--- config.mk ---
export PLATFORM = sky130hd
export DESIGN_NAME = scl_rate_gen
export DESIGN_NICKNAME = d
export VERILOG_FILES = /design/src/rtl/scl_gen_pkg.sv /design/src/rtl/scl_half_calc.sv /design/src/rtl/scl_phase_fsm.sv /design/src/rtl/scl_rate_gen.sv
export SDC_FILE = /design/constraint.sdc
export NUM_CORES = 1
export LEC_CHECK = 0
export BUFFER_PORTS_ARGS = -buffer_cell sky130_fd_sc_hd__buf_2
export CORE_MARGIN = 2
export CORE_UTILIZATION = 55
export DETAILED_ROUTE_END_ITERATION = 8
export GPL_ROUTABILITY_DRIVEN = 0
export PLACE_DENSITY = 0.8
export SYNTH_ARGS = -nofsm -noshare
export SYNTH_HDL_FRONTEND = slang
export SYNTH_SLANG_ARGS = --single-unit
--- constraint.sdc ---
create_clock -name clk -period 3.2 [get_ports clk]
set_clock_uncertainty 0.05 [all_clocks]
set_input_delay 0.32 -clock clk [delete_from_list [all_inputs] [get_ports clk]]
set_output_delay 0.32 -clock clk [all_outputs]
set_load 0.05 [all_outputs]
--- src/rtl/scl_gen_pkg.sv ---
package scl_gen_pkg;
   typedef enum logic [1:0] {
      PH_IDLE = 2'd0,
      PH_LOW  = 2'd1,
      PH_HIGH = 2'd2
   } scl_phase_e;
endpackage

--- src/rtl/scl_half_calc.sv ---
module scl_half_calc #(
   parameter int BR_W      = 8,
   parameter int PS_W      = 2,
   parameter int PS_STEP   = 2,
   parameter int BASE_HALF = 8,
   parameter int CNT_W     = 15
) (
   input  logic [BR_W-1:0]  br,
   input  logic [PS_W-1:0]  ps,
   output logic [CNT_W-1:0] half
);
   localparam int TERMS   = 2 ** PS_W;
   localparam int NEED_W  = BR_W + PS_STEP * (TERMS - 1) + 1;

   if (CNT_W < NEED_W) begin : g_bad_width
      $error("scl_half_calc: CNT_W too small for largest half period");
   end
   if (BASE_HALF < 1) begin : g_bad_base
      $error("scl_half_calc: BASE_HALF must be positive");
   end

   logic [CNT_W-1:0] terms [TERMS];

   // one scaled copy of the bit-rate value per prescaler setting
   for (genvar i = 0; i < TERMS; i++) begin : g_term
      assign terms[i] = CNT_W'(br) << (PS_STEP * i);
   end

   assign half = CNT_W'(BASE_HALF) + terms[ps];
endmodule

--- src/rtl/scl_phase_fsm.sv ---
module scl_phase_fsm
   import scl_gen_pkg::*;
#(
   parameter int CNT_W = 15
) (
   input  logic             clk,
   input  logic             rst_n,
   input  logic             run,
   input  logic [CNT_W-1:0] half,
   input  logic             scl_s,
   output logic             drive_low,
   output logic             mid_low,
   output logic             mid_high
);
   scl_phase_e       ph;
   logic [CNT_W-1:0] cnt;
   logic             last;
   logic [CNT_W-1:0] mid_pt;

   // >= keeps the phase bounded if the half length shrinks mid-phase
   assign last   = (cnt >= half - CNT_W'(1));
   assign mid_pt = half >> 1;

   always_ff @(posedge clk or negedge rst_n) begin
      if (!rst_n) begin
         ph  <= PH_IDLE;
         cnt <= '0;
      end else if (!run) begin
         ph  <= PH_IDLE;
         cnt <= '0;
      end else begin
         unique case (ph)
            PH_IDLE: begin
               ph  <= PH_LOW;
               cnt <= '0;
            end
            PH_LOW: begin
               if (last) begin
                  ph  <= PH_HIGH;
                  cnt <= '0;
               end else begin
                  cnt <= cnt + CNT_W'(1);
               end
            end
            PH_HIGH: begin
               // counting waits while a slave still holds the line low
               if (scl_s) begin
                  if (last) begin
                     ph  <= PH_LOW;
                     cnt <= '0;
                  end else begin
                     cnt <= cnt + CNT_W'(1);
                  end
               end
            end
            default: begin
               ph  <= PH_IDLE;
               cnt <= '0;
            end
         endcase
      end
   end

   assign drive_low = (ph == PH_LOW);
   assign mid_low   = (ph == PH_LOW) && (cnt == mid_pt);
   assign mid_high  = (ph == PH_HIGH) && scl_s && (cnt == mid_pt);

   // disabling returns to idle with a cleared counter
   a_r6_idle_when_off: assert property (@(posedge clk) disable iff (!rst_n)
      !run |=> (ph == PH_IDLE && cnt == '0));

   // a held-low bus freezes the high-phase count
   a_r5_hold_freezes: assert property (@(posedge clk) disable iff (!rst_n)
      (run && ph == PH_HIGH && !scl_s) |=> (ph == PH_HIGH && cnt == $past(cnt)));

   // the end of a low phase hands over to a fresh high phase
   a_r2_low_to_high: assert property (@(posedge clk) disable iff (!rst_n)
      (run && ph == PH_LOW && last) |=> (ph == PH_HIGH && cnt == '0));

   // the mid-high strobe only appears with the bus reading high
   a_r4_high_strobe_bus: assert property (@(posedge clk) disable iff (!rst_n)
      mid_high |-> scl_s);
endmodule

--- src/rtl/scl_rate_gen.sv ---
module scl_rate_gen #(
   parameter int BR_W        = 8,
   parameter int PS_W        = 2,
   parameter int PS_STEP     = 2,
   parameter int BASE_HALF   = 8,
   parameter int MIN_BR      = 10,
   parameter int SYNC_STAGES = 0
) (
   input  logic            clk,
   input  logic            rst_n,
   input  logic            en,
   input  logic [BR_W-1:0] bit_rate,
   input  logic [PS_W-1:0] presc_sel,
   input  logic            scl_in,
   output logic            scl_drive_low,
   output logic            mid_low_stb,
   output logic            mid_high_stb,
   output logic            cfg_err
);
   localparam int CNT_W = BR_W + PS_STEP * (2 ** PS_W - 1) + 1;

   if (MIN_BR >= 2 ** BR_W) begin : g_bad_min
      $error("scl_rate_gen: MIN_BR exceeds the bit-rate range");
   end
   if (SYNC_STAGES < 0) begin : g_bad_sync
      $error("scl_rate_gen: SYNC_STAGES must not be negative");
   end

   logic             br_ok;
   logic             run;
   logic             scl_s;
   logic [CNT_W-1:0] half;

   assign br_ok = (bit_rate >= BR_W'(MIN_BR));
   assign run   = en && br_ok;

   // optional resynchronisation of the sensed bus level
   if (SYNC_STAGES == 0) begin : g_sync_none
      assign scl_s = scl_in;
   end else begin : g_sync_ff
      logic [SYNC_STAGES-1:0] sh;
      always_ff @(posedge clk or negedge rst_n) begin
         if (!rst_n) sh <= '1;
         else        sh <= {sh[SYNC_STAGES-2+1-1:0], scl_in} >> 0;
      end
      assign scl_s = sh[SYNC_STAGES-1];
   end

   always_ff @(posedge clk or negedge rst_n) begin
      if (!rst_n) cfg_err <= 1'b0;
      else        cfg_err <= en && !br_ok;
   end

   scl_half_calc #(
      .BR_W      (BR_W),
      .PS_W      (PS_W),
      .PS_STEP   (PS_STEP),
      .BASE_HALF (BASE_HALF),
      .CNT_W     (CNT_W)
   ) u_half (
      .br   (bit_rate),
      .ps   (presc_sel),
      .half (half)
   );

   scl_phase_fsm #(
      .CNT_W (CNT_W)
   ) u_fsm (
      .clk       (clk),
      .rst_n     (rst_n),
      .run       (run),
      .half      (half),
      .scl_s     (scl_s),
      .drive_low (scl_drive_low),
      .mid_low   (mid_low_stb),
      .mid_high  (mid_high_stb)
   );

   // flag follows an enabled, too-small bit-rate value
   a_r7_err_flag: assert property (@(posedge clk) disable iff (!rst_n)
      (en && bit_rate < BR_W'(MIN_BR)) |=> cfg_err);

   // nothing toggles while the configuration is rejected
   a_r7_quiet_on_err: assert property (@(posedge clk) disable iff (!rst_n)
      cfg_err |-> (!scl_drive_low && !mid_low_stb && !mid_high_stb));

   // the line is released one cycle after the enable drops
   a_r6_release: assert property (@(posedge clk) disable iff (!rst_n)
      !en |=> !scl_drive_low);
endmodule

==> flow_metrics.py, run 1 <==
metrics = {
    "clock_network": {
        "cts_tree": "done",
        "clk_pin_slew_worst_paths_ns": 0.07,
        "clkLatencyLatePin_ns": 0.26,
        "cts_buffers": 3,
        "root_buffer": "clkbuf_8",
        "cts_sinks": 18,
        "cts.path.max_buffers": 2,
        "cts_max_level": 1,
    },
    "critical_path": {
        "startpoint": "presc_sel[1]",
        "worstPathMaxFanout": 7,
        "crit_slowest_cell": "ha_1",
        "regToRegStartpoint": "u_fsm.ph[0]",
        "worst_setup_path_start_kind": "input pin",
        "max_stage_delay_ns": 0.28,
        "crit_arrival_ns": 3.56,
        "criticalPathCategory": "in -> reg",
        "critPathRequiredTime_ns": 3.29,
        "worstPathCellList": "buf_12 -> mux2i_4 -> o21ai_2 -> ha_2 -> nor2b_4 -> a2bb2oi_4 -> nor2_1 -> a32oi_1 -> nand4b_1 -> or2_1 -> and2_1 -> ha_1 -> nand4_1 -> nor2_2 -> a211oi_4 -> buf_6 -> and3_4 -> a221o_1",
        "end_kind": "flop",
    },
    "route": {
        "viasPerCell": 6.06,
        "drt_first_pass_iters": 5,
        "drc": 0,
        "ant_nets": 0,
        "wirelength_um": 7360,
        "drt_iter0_drc": 172,
        "post_drt_wl_per_cell_um": 18.0,
        "num_vias": 2479,
    },
    "power_and_ir_drop": {
        "clkPwrFrac_pct": 17.2,
        "power_frac_comb_pct": 58.4,
        "swShare_pct": 41.4,
        "cellPowerDensity_nw_per_um2": 338,
        "internal_power_uw": 644,
        "leakage_nw": 1.46,
        "switchingPower_uw": 454,
        "vdd_drop_max_v": 0.000438,
        "share_seq_of_total_power_pct": 24.4,
    },
    "hold_path": {
        "holdCritStartpoint": "en",
        "hold_path_class": "in -> reg",
    },
    "finish": {
        "layout-drive-gt1-share_pct": 39.3,
        "final_area_sq_um": 3250,
        "final_nets": 397,
        "num_antenna_cells": 0,
        "most-common-layout-cells": "buf_4 (62), nor2_1 (27), nand2_1 (22)",
        "area_growth_pct": 43.1,
        "final_common_cell": "buf_4",
    },
    "sta": {
        "worst_pin_slew_ns": 1.10,
        "period_minus_slack_ns": 3.46,
        "final.period_utilization_pct": 108,
        "slew_headroom_pct": 26.7,
        "rsz0062_at_grt": "yes",
        "hold_viol_final": 0,
        "setup_slack_ns": -0.264,
        "fin_tns_setup_ns": -3.48,
        "drv_slew": 0,
        "setup_viol": 19,
        "clock.fmax_ghz": 0.289,
    },
    "global_routing": {
        "grt_max_degree": 19,
        "grtUsageTotal_pct": 29.9,
        "grt_first_pass_wirelength_um": 10500,
        "antenna_found_initial": 0,
        "overflow": 0,
        "grt_pass1_vias": 2326,
    },
    "floorplan": {
        "dieArea_sq_um": 4660,
        "die_w_um": 68.2,
        "pin_count": 18,
        "initial_core_util_pct": 56.7,
        "num_rows": 23,
        "die_h_um": 68.2,
        "core_area_sq_um": 4000,
    },
    "outcome": {
        "violations": "negative setup slack",
        "status": "finished, violations left",
    },
    "synth": {
        "syn_area_sq_um": 2270,
        "synth_edf_count": 0,
        "synth_cell_types": 54,
        "ys.flop_type": "dfrtp_1",
        "async_reset_ff_share_pct": 100,
        "syn_nets": 317,
        "syn_inst": 280,
        "seq_area_frac_synth_pct": 19.8,
        "avgSynthCellArea_sq_um": 8.11,
        "yosysWarnings": 0,
        "ys_ff_latch": 18,
    },
    "run": {
        "maxCapViolations": 0,
    },
    "placement": {
        "place_area_sq_um": 2840,
        "io_buffers": 17,
        "dp_hpwl_um": 4780,
        "place_ws_ns": -0.610,
    },
}
-- power by group through the flow --
stage          Sequential (mW)  Combinational (mW)  Clock [mW]
6_report                 0.268               0.641       0.189
5_1_grt                  0.269               0.681       0.198
4_1_cts                  0.266               0.563       0.189
3_5_place_dp             0.270               0.513           0
3_3_place_gp             0.270               0.495           0
2_1_floorplan            0.273               0.338           0
-- state kept, by name, summed over array words and instances, names as in the netlist --
| register | flops |
|---|---|
| u_fsm.cnt | 15 |
| u_fsm.ph | 2 |
| cfg_err | 1 |
-- cells by family after synthesis --
kind of cell / count (synthesis) / synth area share (%)
compound gates: 52 / 15.6
xor+xnor: 33 / 13.1
simple gates: 118 / 27.2
mux: 14 / 7.55
flops: 18 / 19.8
fa+ha+maj: 23 / 12.7
buf+inv: 22 / 4.08
-- worst max-delay path: cells and delay by family --
kind                     cells  cell delay [ns]
AND/OR/NAND/NOR              8             1.53
AO/OA/AOI/OAI                5             0.73
adder cells (fa/ha/maj)      2             0.52
buffers and inverters        2             0.26
multiplexers                 1             0.17
-- cells in the mapped netlist, types with 2 or more instances --
master | count | share of area (%)
nor2_1 | 32 | 5.3
nand2_1 | 24 | 4.0
ha_1 | 23 | 13
dfrtp_1 | 18 | 20
xnor2_1 | 17 | 6.6
xor2_1 | 15 | 5.8
a21oi_1 | 14 | 3.1
inv_1 | 13 | 2.2
nand3_1 | 13 | 2.9
o21ai_0 | 13 | 2.9
mux2i_1 | 7 | 3.1
nand4_1 | 7 | 1.9
a21o_1 | 6 | 2.0
nor3_1 | 6 | 1.3
and3_1 | 5 | 1.4
clkbuf_1 | 5 | 0.83
mux2_2 | 5 | 2.5
nand2b_1 | 5 | 1.4
nand3b_1 | 4 | 1.3
nor3b_1 | 4 | 1.3
a2111oi_0 | 2 | 0.77
buf_2 | 2 | 0.44
mux4_2 | 2 | 2.0
nand4b_1 | 2 | 0.77
nor2b_1 | 2 | 0.55
nor3_2 | 2 | 0.88
nor4_1 | 2 | 0.55
o211ai_1 | 2 | 0.66
o21a_1 | 2 | 0.66
o21ai_1 | 2 | 0.44
-- area by class of cell --
| type | count | area [sq um] |
|---|---|---|
| sequential | 18 | 450 |
| inverter | 13 | 51.3 |
| fill | 245 | 752 |
| timing repair buffer | 84 | 656 |
| tap | 50 | 62.6 |
| multi-input combinational | 240 | 1970 |
| clock buffer | 4 | 55.1 |
-- what timing repair did --
action / in CTS / in global routing
resized for setup: 28 / 28
buffers inserted: 7 / 5
pin swaps: 20 / 20
hold endpoints to repair: 18 / 0
cloned: 0 / 0
hold buffers: 1 / 0
endpoints found under the setup margin: 19 / 19
-- per-layer routing --
layer | part of all wire [%] | vias up | global-route usage, %
li1 | - | 1156 | -
met4 | 4.1 | 0 | 10.3
met1 | 40 | 1172 | 37.4
met3 | 5.3 | 32 | 2.14
met5 | 0 | - | 0
met2 | 50 | 119 | 54.0
-- metrics by stage --
step | total power [mW] | hold WS (ns) | cells | util [%]
after floorplan | 0.611 | -0.0256 | 280 | -
after global placement | 0.765 | 0.218 | 394 | 71.0
after detailed placement | 0.783 | 0.221 | 394 | 71.0
after CTS | 1.02 | 0.297 | 406 | 77.3
after global routing | 1.15 | 0.298 | 409 | 81.2
final | 1.10 | 0.293 | 409 | 81.2
-- path summary, 6_finish.rpt --
path / end / slack [ns] / cells past startpoint
max: u_fsm.cnt[3] / -0.26 / 18
min: cfg_err / 0.29 / 2
max reg2reg: u_fsm.cnt[11] / 0.56 / 8
min reg2reg: u_fsm.ph[1] / 0.58 / 2
max in group asynchronous: u_fsm.cnt[6] / 2.35 / 2
min in group asynchronous: cfg_err / 0.47 / 2
No activity file was read; power rests on OpenSTA's default activity.
==> run 2: changes to the inputs <==
--- a/config.mk
+++ b/config.mk
@@ -6,11 +6,11 @@
 export NUM_CORES = 1
 export LEC_CHECK = 0
 export BUFFER_PORTS_ARGS = -buffer_cell sky130_fd_sc_hd__buf_2
-export CORE_MARGIN = 2
 export CORE_UTILIZATION = 55
 export DETAILED_ROUTE_END_ITERATION = 8
 export GPL_ROUTABILITY_DRIVEN = 0
 export PLACE_DENSITY = 0.8
+export REMOVE_ABC_BUFFERS = 1
 export SYNTH_ARGS = -nofsm -noshare
 export SYNTH_HDL_FRONTEND = slang
 export SYNTH_SLANG_ARGS = --single-unit
==> run 2 against run 1 <==
Against the previous run: the flow still finishes with violations (negative setup slack); worst setup slack got worse by 0.27 ns; clock-buffer cell count unchanged; core utilization increased by 11 points; global-route usage increased by 5.5 points; design area increased by 8.3%; critical endpoint unchanged.
==> flow_metrics.py, run 2 (synthesis gave the netlist of run 1 again) <==
metrics = {
    "outcome": {
        "status": "finished, violations left",
        "violations": "negative setup slack",
    },
    "route": {
        "viasPerCell": 7.23,
        "num_vias": 3037,
        "wirelength_um": 10600,
        "drt_first_pass_iters": 5,
        "drt_iter0_drc": 367,
        "ant_nets": 0,
        "post_drt_wl_per_cell_um": 25.1,
        "drc": 0,
    },
    "sta": {
        "fin_tns_setup_ns": -8.66,
        "slew_headroom_pct": 38.6,
        "hold_slack_ns": 0.306,
        "hold_viol_final": 0,
        "period_minus_slack_ns": 3.73,
        "setup_viol": 19,
        "worst_pin_slew_ns": 0.918,
        "final.period_utilization_pct": 117,
        "clock.fmax_ghz": 0.268,
        "rsz0062_at_grt": "yes",
        "drv_slew": 0,
        "setup_slack_ns": -0.534,
    },
    "critical_path": {
        "critPathRequiredTime_ns": 3.30,
        "cp-endpoint": "u_fsm.cnt[3]",
        "regToRegStartpoint": "u_fsm.ph[0]",
        "r2r-end": "u_fsm.cnt[9]",
        "worstPathMaxFanout": 10,
        "reg2reg_depth": 8,
        "startpoint": "presc_sel[0]",
        "criticalPathCategory": "in -> reg",
        "crit_slowest_cell": "a21oi_1",
        "worst_setup_path_start_kind": "input pin",
        "worstPathCellList": "buf_12 -> buf_4 -> buf_4 -> nand3b_1 -> a21oi_1 -> xor2_1 -> nor4_4 -> nand3_1 -> buf_4 -> xor2_4 -> ha_4 -> nand4_1 -> nor2_2 -> a211oi_2 -> buf_4 -> and3_4 -> a221o_1",
        "crit_arrival_ns": 3.83,
        "max_stage_delay_ns": 0.38,
        "critPathMostFrequentCell": "buf_4",
        "rrSetupSlack_ns": 0.46,
        "end_kind": "flop",
    },
    "run": {
        "maxCapViolations": 0,
    },
    "global_routing": {
        "grt_pass1_vias": 2604,
        "grtUsageTotal_pct": 35.4,
        "grt_max_degree": 19,
        "antenna_found_initial": 0,
        "overflow": 0,
        "grt_first_pass_wirelength_um": 11700,
    },
    "floorplan": {
        "num_rows": 22,
        "initial_core_util_pct": 59.7,
        "core_area_sq_um": 3800,
        "die_h_um": 66.2,
        "die_w_um": 66.2,
        "pin_count": 18,
        "dieArea_sq_um": 4390,
    },
    "finish": {
        "largest_reg_flops": 15,
        "num_antenna_cells": 0,
        "most-common-layout-cells": "buf_4 (67), nand2_1 (24), nor2_1 (20)",
        "final_common_cell": "buf_4",
        "final_nets": 410,
        "largestRegisters": "u_fsm.cnt x15, u_fsm.ph x2, cfg_err x1",
        "layout-drive-gt1-share_pct": 44.9,
        "top_register": "u_fsm.cnt",
        "area_growth_pct": 55.0,
    },
    "clock_network": {
        "cts.path.max_buffers": 2,
        "cts_buffers": 3,
        "root_buffer": "clkbuf_8",
        "cts_tree": "done",
        "clkLatencyLatePin_ns": 0.27,
        "cts_sinks": 18,
        "cts_max_level": 1,
        "clk_pin_slew_worst_paths_ns": 0.07,
    },
    "power_and_ir_drop": {
        "vdd_drop_max_v": 0.000426,
        "cellPowerDensity_nw_per_um2": 339,
        "power.total_mw": 1.19,
        "leakage_nw": 1.54,
    },
    "placement": {
        "io_buffers": 17,
        "place_ws_ns": -0.678,
        "dp_hpwl_um": 4840,
    },
    "hold_path": {
        "hold_path_class": "in -> reg",
    },
}
## run 2: changes by cell type in the layout (fill, tap and decap cells not counted), sizes merged
cell / change
buf: +13
## run 2: through the flow
step                      util [%]  area (sq um)  instances
after global placement        74.7          2840        398
after global routing          92.6          3520        420
after CTS                     83.7          3180        412
final                         92.6          3520        420
after floorplan                  -          2230        271
after detailed placement      74.7          2840        398
## run 2: critical path: cells and delay by family
family | cells | cell delay, ns
fa+ha+maj | 1 | 0.27
compound gates | 3 | 0.75
buf+inv | 5 | 0.83
simple gates | 6 | 1.29
xor+xnor | 2 | 0.37
## run 2: cell type report
type	instances	area [sq um]
clock buffers	4	55.1
multi-input cells	240	2120
fillers	129	282
inverters	13	48.8
repair buffers	97	783
well taps	48	60.1
flip-flops and latches	18	450
## run 2: worst min path at each step
stage	cells after the start	end	from
after global placement	1	u_fsm.cnt[7]	rst_n
after floorplan	0	cfg_err	rst_n
after detailed placement	1	u_fsm.cnt[7]	rst_n
after CTS	2	cfg_err	en
after global routing	2	cfg_err	en
final	2	cfg_err	en
## run 2: what timing repair did
item	4_1_cts	5_1_grt
pin swaps	34	33
endpoints found under the setup margin	19	19
hold buffers	1	0
endpoints found under the hold margin	18	0
setup buffers	9	10
resized for setup	56	45
## run 2: routing by layer
layer	global-route usage, %	wire length [um]	up-vias
met2	65.2	4830	306
met5	0	0	-
li1	-	-	1187
met1	37.3	3480	1411
met4	24.2	1040	0
met3	3.97	1210	133
## run 2: power breakdown
part	switching (mW)	total [mW]	internal (mW)
clock	0.0830	0.193	0.110
combinational	0.427	0.731	0.304
sequential	0.0223	0.270	0.248
